### src/rtl/sc_pkg.sv
package sc_pkg;
  typedef enum logic [1:0] {
    ST_IDLE = 2'd0,
    ST_SORT = 2'd1,
    ST_SCAN = 2'd2
  } sc_state_e;
endpackage

### src/rtl/sc_cmpx.sv
module sc_cmpx #(
  parameter int W = 16
) (
  input  logic [W-1:0] a,
  input  logic [W-1:0] b,
  output logic [W-1:0] lo,
  output logic [W-1:0] hi
);
  logic a_small;
  assign a_small = (a <= b);
  assign lo = a_small ? a : b;
  assign hi = a_small ? b : a;
endmodule

### src/rtl/sc_oet_sorter.sv
module sc_oet_sorter #(
  parameter int N = 16,
  parameter int W = 16
) (
  input  logic                clk,
  input  logic                rst_n,
  input  logic                load,
  input  logic [N-1:0][W-1:0] in_vec,
  input  logic                step,
  input  logic                odd,
  output logic [N-1:0][W-1:0] vec_q,
  output logic [N-1:0][W-1:0] vec_d
);
  localparam int NE = N / 2;
  localparam int NO = (N - 1) / 2;

  logic [W-1:0] ev_lo [NE];
  logic [W-1:0] ev_hi [NE];
  logic [W-1:0] od_lo [NO];
  logic [W-1:0] od_hi [NO];

  for (genvar g = 0; g < NE; g++) begin : g_even
    sc_cmpx #(.W(W)) u_cx (
      .a (vec_q[2*g]),
      .b (vec_q[2*g+1]),
      .lo(ev_lo[g]),
      .hi(ev_hi[g])
    );
  end

  for (genvar g = 0; g < NO; g++) begin : g_odd
    sc_cmpx #(.W(W)) u_cx (
      .a (vec_q[2*g+1]),
      .b (vec_q[2*g+2]),
      .lo(od_lo[g]),
      .hi(od_hi[g])
    );
  end

  always_comb begin
    vec_d = vec_q;
    if (load) begin
      vec_d = in_vec;
    end else if (step) begin
      if (!odd) begin
        for (int g = 0; g < NE; g++) begin
          vec_d[2*g]   = ev_lo[g];
          vec_d[2*g+1] = ev_hi[g];
        end
      end else begin
        for (int g = 0; g < NO; g++) begin
          vec_d[2*g+1] = od_lo[g];
          vec_d[2*g+2] = od_hi[g];
        end
      end
    end
  end

  always_ff @(posedge clk) begin
    if (!rst_n) vec_q <= '0;
    else        vec_q <= vec_d;
  end
endmodule

### src/rtl/sc_rank_eval.sv
module sc_rank_eval #(
  parameter int W  = 16,
  parameter int SW = 20,
  parameter int TW = 16,
  parameter int FB = 8
) (
  input  logic [SW-1:0] acc,
  input  logic [W-1:0]  smp,
  input  logic [TW-1:0] scale,
  output logic          reject,
  output logic [SW-1:0] acc_next
);
  localparam int PW = SW + TW;

  // flag cell: sample reaches the scaled running sum
  function automatic logic outlier(input logic [SW-1:0] s, input logic [W-1:0] x,
                                   input logic [TW-1:0] t);
    logic [PW-1:0] lhs;
    logic [PW-1:0] rhs;
    lhs = PW'(x) << FB;
    rhs = PW'(s) * PW'(t);
    return lhs >= rhs;
  endfunction

  // accumulate cell: add the sample only while it stays clean
  function automatic logic [SW-1:0] absorb(input logic [SW-1:0] s, input logic [W-1:0] x,
                                           input logic hit);
    return hit ? s : s + SW'(x);
  endfunction

  assign reject   = outlier(acc, smp, scale);
  assign acc_next = absorb(acc, smp, reject);
endmodule

### src/rtl/sc_censor.sv
module sc_censor #(
  parameter int          N         = 16,
  parameter int          W         = 16,
  parameter int          TW        = 16,
  parameter int          FB        = 8,
  parameter int unsigned DEF_SCALE = 768
) (
  input  logic                         clk,
  input  logic                         rst_n,
  input  logic                         in_valid,
  input  logic [N*W-1:0]               in_samples,
  input  logic                         cfg_we,
  input  logic [$clog2(N-1)-1:0]       cfg_rank,
  input  logic [TW-1:0]                cfg_scale,
  output logic                         busy,
  output logic                         done,
  output logic [W+$clog2(N)-1:0]       est_sum,
  output logic [$clog2(N+1)-1:0]       clean_cnt
);
  import sc_pkg::*;

  localparam int SW = W + $clog2(N);
  localparam int CW = $clog2(N + 1);
  localparam int IW = $clog2(N);
  localparam int RW = $clog2(N - 1);
  localparam int NR = N - 1;

  sc_state_e           state;
  logic [IW-1:0]       phase;
  logic [IW-1:0]       rank;
  logic [SW-1:0]       acc;
  logic [TW-1:0]       scale_q [NR];
  logic [N-1:0][W-1:0] in_vec;
  logic [N-1:0][W-1:0] vec_q;
  logic [N-1:0][W-1:0] vec_d;

  // named internal events
  logic          accept;
  logic          sort_step;
  logic          last_phase;
  logic          scan_on;
  logic          final_rank;
  logic          reject;
  logic          stop_hit;
  logic [W-1:0]  cur_smp;
  logic [TW-1:0] cur_scale;
  logic [SW-1:0] acc_next;

  for (genvar g = 0; g < N; g++) begin : g_unpack
    assign in_vec[g] = in_samples[g*W +: W];
  end

  assign accept     = in_valid && (state == ST_IDLE);
  assign sort_step  = (state == ST_SORT);
  assign last_phase = sort_step && (phase == IW'(N - 1));
  assign scan_on    = (state == ST_SCAN);
  assign final_rank = scan_on && (rank == IW'(N - 1));
  assign cur_smp    = vec_q[rank];
  assign cur_scale  = scale_q[RW'(rank - IW'(1))];
  assign stop_hit   = scan_on && reject;
  assign busy       = (state != ST_IDLE);

  sc_oet_sorter #(.N(N), .W(W)) u_sort (
    .clk   (clk),
    .rst_n (rst_n),
    .load  (accept),
    .in_vec(in_vec),
    .step  (sort_step),
    .odd   (phase[0]),
    .vec_q (vec_q),
    .vec_d (vec_d)
  );

  sc_rank_eval #(.W(W), .SW(SW), .TW(TW), .FB(FB)) u_eval (
    .acc     (acc),
    .smp     (cur_smp),
    .scale   (cur_scale),
    .reject  (reject),
    .acc_next(acc_next)
  );

  always_ff @(posedge clk) begin
    if (!rst_n) begin
      for (int r = 0; r < NR; r++) scale_q[r] <= TW'(DEF_SCALE);
    end else if (cfg_we && (int'(cfg_rank) < NR)) begin
      scale_q[cfg_rank] <= cfg_scale;
    end
  end

  always_ff @(posedge clk) begin
    if (!rst_n) begin
      state     <= ST_IDLE;
      phase     <= '0;
      rank      <= '0;
      acc       <= '0;
      done      <= 1'b0;
      est_sum   <= '0;
      clean_cnt <= '0;
    end else begin
      done <= 1'b0;
      case (state)
        ST_IDLE: begin
          if (accept) begin
            state <= ST_SORT;
            phase <= '0;
          end
        end
        ST_SORT: begin
          phase <= phase + IW'(1);
          if (last_phase) begin
            state <= ST_SCAN;
            rank  <= IW'(1);
            acc   <= SW'(vec_d[0]);
          end
        end
        ST_SCAN: begin
          if (reject) begin
            done      <= 1'b1;
            est_sum   <= acc;
            clean_cnt <= CW'(rank);
            state     <= ST_IDLE;
          end else if (final_rank) begin
            done      <= 1'b1;
            est_sum   <= acc_next;
            clean_cnt <= CW'(N);
            state     <= ST_IDLE;
          end else begin
            acc  <= acc_next;
            rank <= rank + IW'(1);
          end
        end
        default: state <= ST_IDLE;
      endcase
    end
  end
endmodule

### config.mk
export PLATFORM = sky130hd
export DESIGN_NAME = sc_censor
export DESIGN_NICKNAME = d
export VERILOG_FILES = /design/src/rtl/sc_pkg.sv /design/src/rtl/sc_cmpx.sv /design/src/rtl/sc_oet_sorter.sv /design/src/rtl/sc_rank_eval.sv /design/src/rtl/sc_censor.sv
export SDC_FILE = /design/constraint.sdc
export NUM_CORES = 2
export LEC_CHECK = 0
export ABC_AREA = 1
export CELL_PAD_IN_SITES_DETAIL_PLACEMENT = 0
export CELL_PAD_IN_SITES_GLOBAL_PLACEMENT = 1
export CORE_MARGIN = 5
export CORE_UTILIZATION = 45
export DETAILED_ROUTE_END_ITERATION = 10
export PLACE_DENSITY_LB_ADDON = 0.12
export SETUP_SLACK_MARGIN = 0.3
export SYNTH_ARGS = -nofsm -noshare
export SYNTH_HDL_FRONTEND = slang
export SYNTH_SLANG_ARGS = --single-unit
### constraint.sdc
create_clock -name clk -period 10.8 [get_ports clk]
set_input_delay 2.16 -clock clk [delete_from_list [all_inputs] [get_ports clk]]
set_output_delay 2.16 -clock clk [all_outputs]
set_load 0.005 [all_outputs]
# == Yosys cells after proc, flatten, opt, wreduce, memory -nomap -nowiden ==
# Memory sizes are Yosys's and may differ from the RTL's.
# Cells that the tools add are included.
# word_totals
regBits,312
ramBits,240
inputBits,280
out_inout_bits,27
memories,1
# mem_list
name,depth,width,read_ports,rd_ports_with_merged_regs,wr,line_no,source
scale_q,15,16,1,0,15,sc_censor.sv:32,logic [TW-1:0] scale_q [NR];
# op_classes
n_addsub,4
multipliers,1
order_cmp,18
n_eq_ne,26
mux,65
n_reduce_logical,31
# op_table
op,count
16-bit 2-to-1 mux,34
256-bit 2-to-1 mux,2
16-bit <= comparator,15
224-bit 2-to-1 mux,1
20-bit 2-to-1 mux,5
16-bit binary-select mux with 4-bit select,1
3-bit AND reduction,16
"3-bit != test, second input constant",15
20-bit case mux with 2 select lines,1
24-bit by 36-bit >= comparator with 1-bit output,1
20-bit by 16-bit multiplier with 36-bit output,1
20-bit by 16-bit adder with 20-bit output,1
4-bit 2-to-1 mux,5
4-bit case mux with 2 select lines,2
16-bit OR reduction,1
5-bit 2-to-1 mux,2
2-bit nonzero test,5
"4-bit by 1-bit adder with 4-bit output, second input constant",2
"4-bit == test, second input constant",2
2-bit 2-to-1 mux,4
"2-bit != test, second input constant",4
1-bit 2-to-1 mux,7
2-bit case mux with 3 select lines,1
2-bit AND reduction,3
other kinds (10),14

# == Logic depth before layout (Yosys ltp) ==
# logic_depth
ltp_word,7
ltp_mapped,56
mapped_depth_nobuf,49

# == By module ==
# Synthesis repeated with hierarchy kept, for this count alone.
# unflattened
cells_unflattened,10280
hier_area_um2,62378.6
# by_module_without_submodules
module,instances,cells_per_inst,area_per_inst_um2,seq_area_each_um2
sc_censor,1,2600,18153.7,8808.4
sc_oet_sorter,1,3142,17611.9,5124.9
sc_cmpx,15,178,913.4,0.0
sc_rank_eval,1,1868,12912.4,0.0

# == Worst setup path after synthesis ==
# Ideal clock, no wire load.
# synth_path
kind,register -> register
start,register rank[0]
end,register est_sum[10]
setup_time_ns,0.113
arrival_time_ns,9.141
t_required_ns,10.687
path_slack_ns,1.545
path_stages_with_launch,53
path_buffers,11
period_less_slack_ns,9.255
path_cell_list,dfxtp_1 buf_2 inv_2 buf_2 buf_2 buf_2 clkbuf_1 ha_1 buf_2 inv_1 buf_2 buf_4 clkbuf_1 nand3_1 a221o_1 nand2_1 buf_2 nor2_1 (+17 left out) nand2_1 nor2_1 nand4_1 nor2_1 nand2_1 nor2_1 nand2_1 nand2_1 nand2_1 nand2_1 nand3_1 nor2_4 nand2_4 nand2_2 nand2_2 buf_6 nor2_1 nor2_1
# synth_via
elab_chain_len,6
elab_cells_between_ends,13
cone_classes,add/sub: 2; mul: 1; order compare: 1; eq/ne: 1; mux: 4; reduce/logical: 3; memory: 1
# synth_lines
element,line_no,source
from (decl),sc_censor.sv:30,logic [IW-1:0] rank;
from (signal assigned),sc_censor.sv:129,rank <= rank + IW'(1);
4-bit by 1-bit subtractor with 4-bit output,sc_censor.sv:59,assign cur_scale = scale_q[RW'(rank - IW'(1))];
memory read 15 x 16 bit,n/a,
20-bit by 16-bit multiplier with 36-bit output,sc_rank_eval.sv:21,rhs = PW'(s) * PW'(t);
24-bit by 36-bit >= comparator with 1-bit output,sc_rank_eval.sv:22,return lhs >= rhs;
2-bit nonzero test (no line),n/a,
2-bit AND reduction (no line),n/a,
to (signal assigned),sc_censor.sv:124,est_sum <= acc_next;
to (decl),sc_censor.sv:17,"output logic [W+$clog2(N)-1:0] est_sum,"
# Several ways; a longest one is shown, not always the timed one. The select of a mux whose other input is x is not followed.
# A chain may end at the register's enable or synchronous reset.

# == Worst setup path after layout ==
# layout_path
start,register rank[0]
end,register est_sum[14]
# The elaborated chain is that of the path after synthesis.

==> impl_metrics.tcl <==
set metrics [dict create \
    outcome "finished, final reports clean" \
    postRouteAntennaNets 0 \
    yosysMostFrequentCell "nand2_1" \
    min-delay-start "clean_cnt[3]$_SDFFE_PN0P_" \
    cts_root_buf "clkbuf_16" \
    worst-path-max-fanout 35 \
    dp.final_hpwl_mm 140.0 \
    grt_max_degree 187 \
    firstDrtPassIters 6 \
    crit_type "reg -> reg" \
    end_kind "flop" \
    holdWs_ns 0.4753 \
    drt_iter0_drc 4211 \
    dp_cells 8013 \
    min_to "clean_cnt[3]$_SDFFE_PN0P_" \
    max-slew-margin-rel_pct 17.73 \
    grt_pass1_wl_mm 277.2 \
    clk_latency_ns 0.68 \
    cts.clk_slew.worst_paths_ns 0.06 \
    r2r_start "rank[0]$_SDFFE_PN0P_" \
    reg2reg_slack_ns 0.91 \
    stdcell_count 8148 \
    critPathMaxStageDelay_ns 0.56 \
    fin_crit_ns 9.892 \
    num_vias 45660 \
    grt_util_all_layers_pct 32.33 \
    synth-edff-count 256 \
    power.static_leakage_nw 23.76 \
    path_buf_inv 9 \
    setup_viol 0 \
    finalSetupTns_ns 0 \
    layout-drive-gt1-share_pct 3.449 \
    syn_to_final_growth_pct 13.43 \
    die_h_um 334.4 \
    cp_top_family "adder cells" \
    r2r_cells 47 \
    grt_antenna_before_repair 0 \
    fmax_mhz 101.1 \
    hold_path_class "reg -> reg" \
    p_per_area_mw_per_mm2 318.6 \
    h-tree-depth 3 \
    start_kind "flop" \
    placed_cell_area_mm2 0.05138 \
    rsz0062_at_grt "false" \
    final_hold_viol_count 0 \
    numCtsBuffers 70 \
    io-pin-count 307 \
    die_w_um 334.4 \
    row_count 119 \
    finalMaxSlewViolations 0 \
    yosys_warnings 0 \
    synth_top_area_cell "edfxtp_1" \
    cts_tree "yes" \
    synth_seq_cells 568 \
    syn_avg_cell_area_um2 7.180 \
    coreArea_mm2 0.1050 \
    synth_commonest_cells "nand2_1, nor2_1, o21ai_0" \
    ys_seq_area_share_pct 29.42 \
    fin_util_pct 51.18 \
    ctsLongestPathBuffers 3 \
    max_cap_violations 0 \
    die-area_mm2 0.1118 \
    drcViolationCount 0 \
    synthTopCellsByArea "edfxtp_1, dfxtp_1, nand2_1" \
    layout.nets 7613 \
    arrival_ns 10.42 \
    grt-ovfl-total 0 \
    ir_worst_vdd_uv 207.7 \
    detail_route.vias_per_cell 5.603 \
    power_mw 17.12 \
    wire_per_inst_um 22.94 \
    timing.final.ws_setup_ns 0.9082 \
    design_area_mm2 0.05373 \
    synth_top_cell_area_share_pct 16.23 \
    yosys_most_used_dff "dfxtp_1" \
    initial_core_util_pct 45.12 \
    grt_pass1_vias 43660 \
    synth_area_mm2 0.04737 \
    portBuffers 306 \
    final.setup_skew_ns 0.04339 \
    post-place-ws_ns 0.8769 \
    crit_top_cell "nand2_1" \
    hold_depth 2 \
    wl_mm 186.9 \
    cts_sinks 568 \
    synth.distinct_cells 52 \
    reg2reg_to "est_sum[14]$_SDFFE_PN0P_" \
    fin_crit_sh_pct 91.59 \
    syn_inst 6597 \
    cp.required_ns 11.33 \
    worst_pin_slew_ns 1.234 \
    place.gp.congestion 0.9686 \
    async_flop_share_pct 0 \
    slowest_stage "fa_1" \
]
area by class of cell:
| cell class | count | area (um^2) |
|---|---|---|
| Sequential cell | 568 | 13940 |
| Tap cell | 1391 | 1740 |
| Multi-Input combinational cell | 4917 | 29150 |
| Timing Repair Buffer | 395 | 3764 |
| Inverter | 747 | 2849 |
| Fill cell | 10560 | 51240 |
| Clock buffer | 101 | 1978 |
| Clock inverter | 27 | 304.0 |
| Antenna cell | 2 | 5.005 |
cells by family (layout without fill, tap and decap cells):
logic type      Yosys count  in the layout  synth area share, %
compound gates         1559           1559                17.59
other cells               1             18             0.007917
simple gates           2670           2670                22.38
xor+xnor                 33             33               0.6102
buf+inv                1127           1270                9.169
fa+ha+maj               634            634                20.73
mux                       5              5               0.1057
flops                   568            568                29.42
flip-flops by register name (all words and copies together), names as in the netlist:
| name | flops |
|---|---|
| acc | 20 |
| clean_cnt | 5 |
| done | 1 |
| est_sum | 20 |
| phase | 4 |
| rank | 4 |
| scale_q | 256 |
| state | 2 |
| u_sort.vec_q | 256 |
layer usage:
layer  routed length (um)  vias up  track usage, %
li1                     -    21850               -
met1                77540    21770           42.83
met2                87550     1690           53.52
met3                12880      344           4.271
met4                 8912        0           13.63
met5                    0        -               0
worst reg2reg max path: cells and delay by family, from the launching register on:
| family | cells | cell delay (ns) |
|---|---|---|
| xor+xnor | 1 | 0.11 |
| simple gates | 26 | 3.37 |
| fa+ha+maj | 9 | 3.83 |
| buf+inv | 9 | 1.76 |
| compound gates | 2 | 0.31 |
| flops | 1 | 0.40 |
how the worst max path moves through the flow:
| stage | start | endpoint | cells past startpoint |
|---|---|---|---|
| floorplan | rank[0]$_SDFFE_PN0P_ | est_sum[10]$_SDFFE_PN0P_ | 52 |
| global placement | rank[0]$_SDFFE_PN0P_ | est_sum[13]$_SDFFE_PN0P_ | 45 |
| detailed placement | rank[0]$_SDFFE_PN0P_ | est_sum[14]$_SDFFE_PN0P_ | 43 |
| CTS | rank[0]$_SDFFE_PN0P_ | est_sum[14]$_SDFFE_PN0P_ | 44 |
| global route | rank[0]$_SDFFE_PN0P_ | clean_cnt[0]$_SDFFE_PN0P_ | 41 |
| finish | rank[0]$_SDFFE_PN0P_ | est_sum[14]$_SDFFE_PN0P_ | 47 |
power by group:
part	total [mW]	internal, mW	switching (mW)
logic	11.2	3.78	7.40
clock network	2.39	1.34	1.05
registers	3.55	2.73	0.817
layout by cell type, fill, tap and decap left out, types with 7 or more instances in the layout:
master           netlist  final
a211oi_1              12     12
a21oi_1              611    611
a221o_1               29     29
a22oi_1               29     29
a311o_1               15     15
a31oi_1               16     16
and2_1                 8      8
buf_4                  5     86
clkbuf_1             278     20
clkbuf_16              0     70
clkbuf_8               0     12
clkdlybuf4s50_1        0    305
clkinv_1              15     18
clkinv_2               0      7
conb_1                 1     16
dfxtp_1              312    309
edfxtp_1             256    256
fa_1                 251    251
ha_1                 383    383
inv_1                719    713
inv_2                 13     13
nand2_1             1361   1361
nand3_1              200    200
nand4_1               68     68
nor2_1               980    980
nor3_1                28     28
o21a_1                18     18
o21ai_0              753    753
o21ai_1               33     33
o21bai_1               9      9
o221ai_1              14     14
xnor2_1               22     22
xor2_1                11     11
timing repair:
| item | CTS | global route |
|---|---|---|
| resized for setup | 0 | 7 |
| endpoints found under the setup margin | 0 | 24 |
| hold buffers | 0 | 0 |
| hold endpoints to repair | 0 | 0 |
| buffers inserted | 0 | 5 |
(Power assumes the default switching activity.)
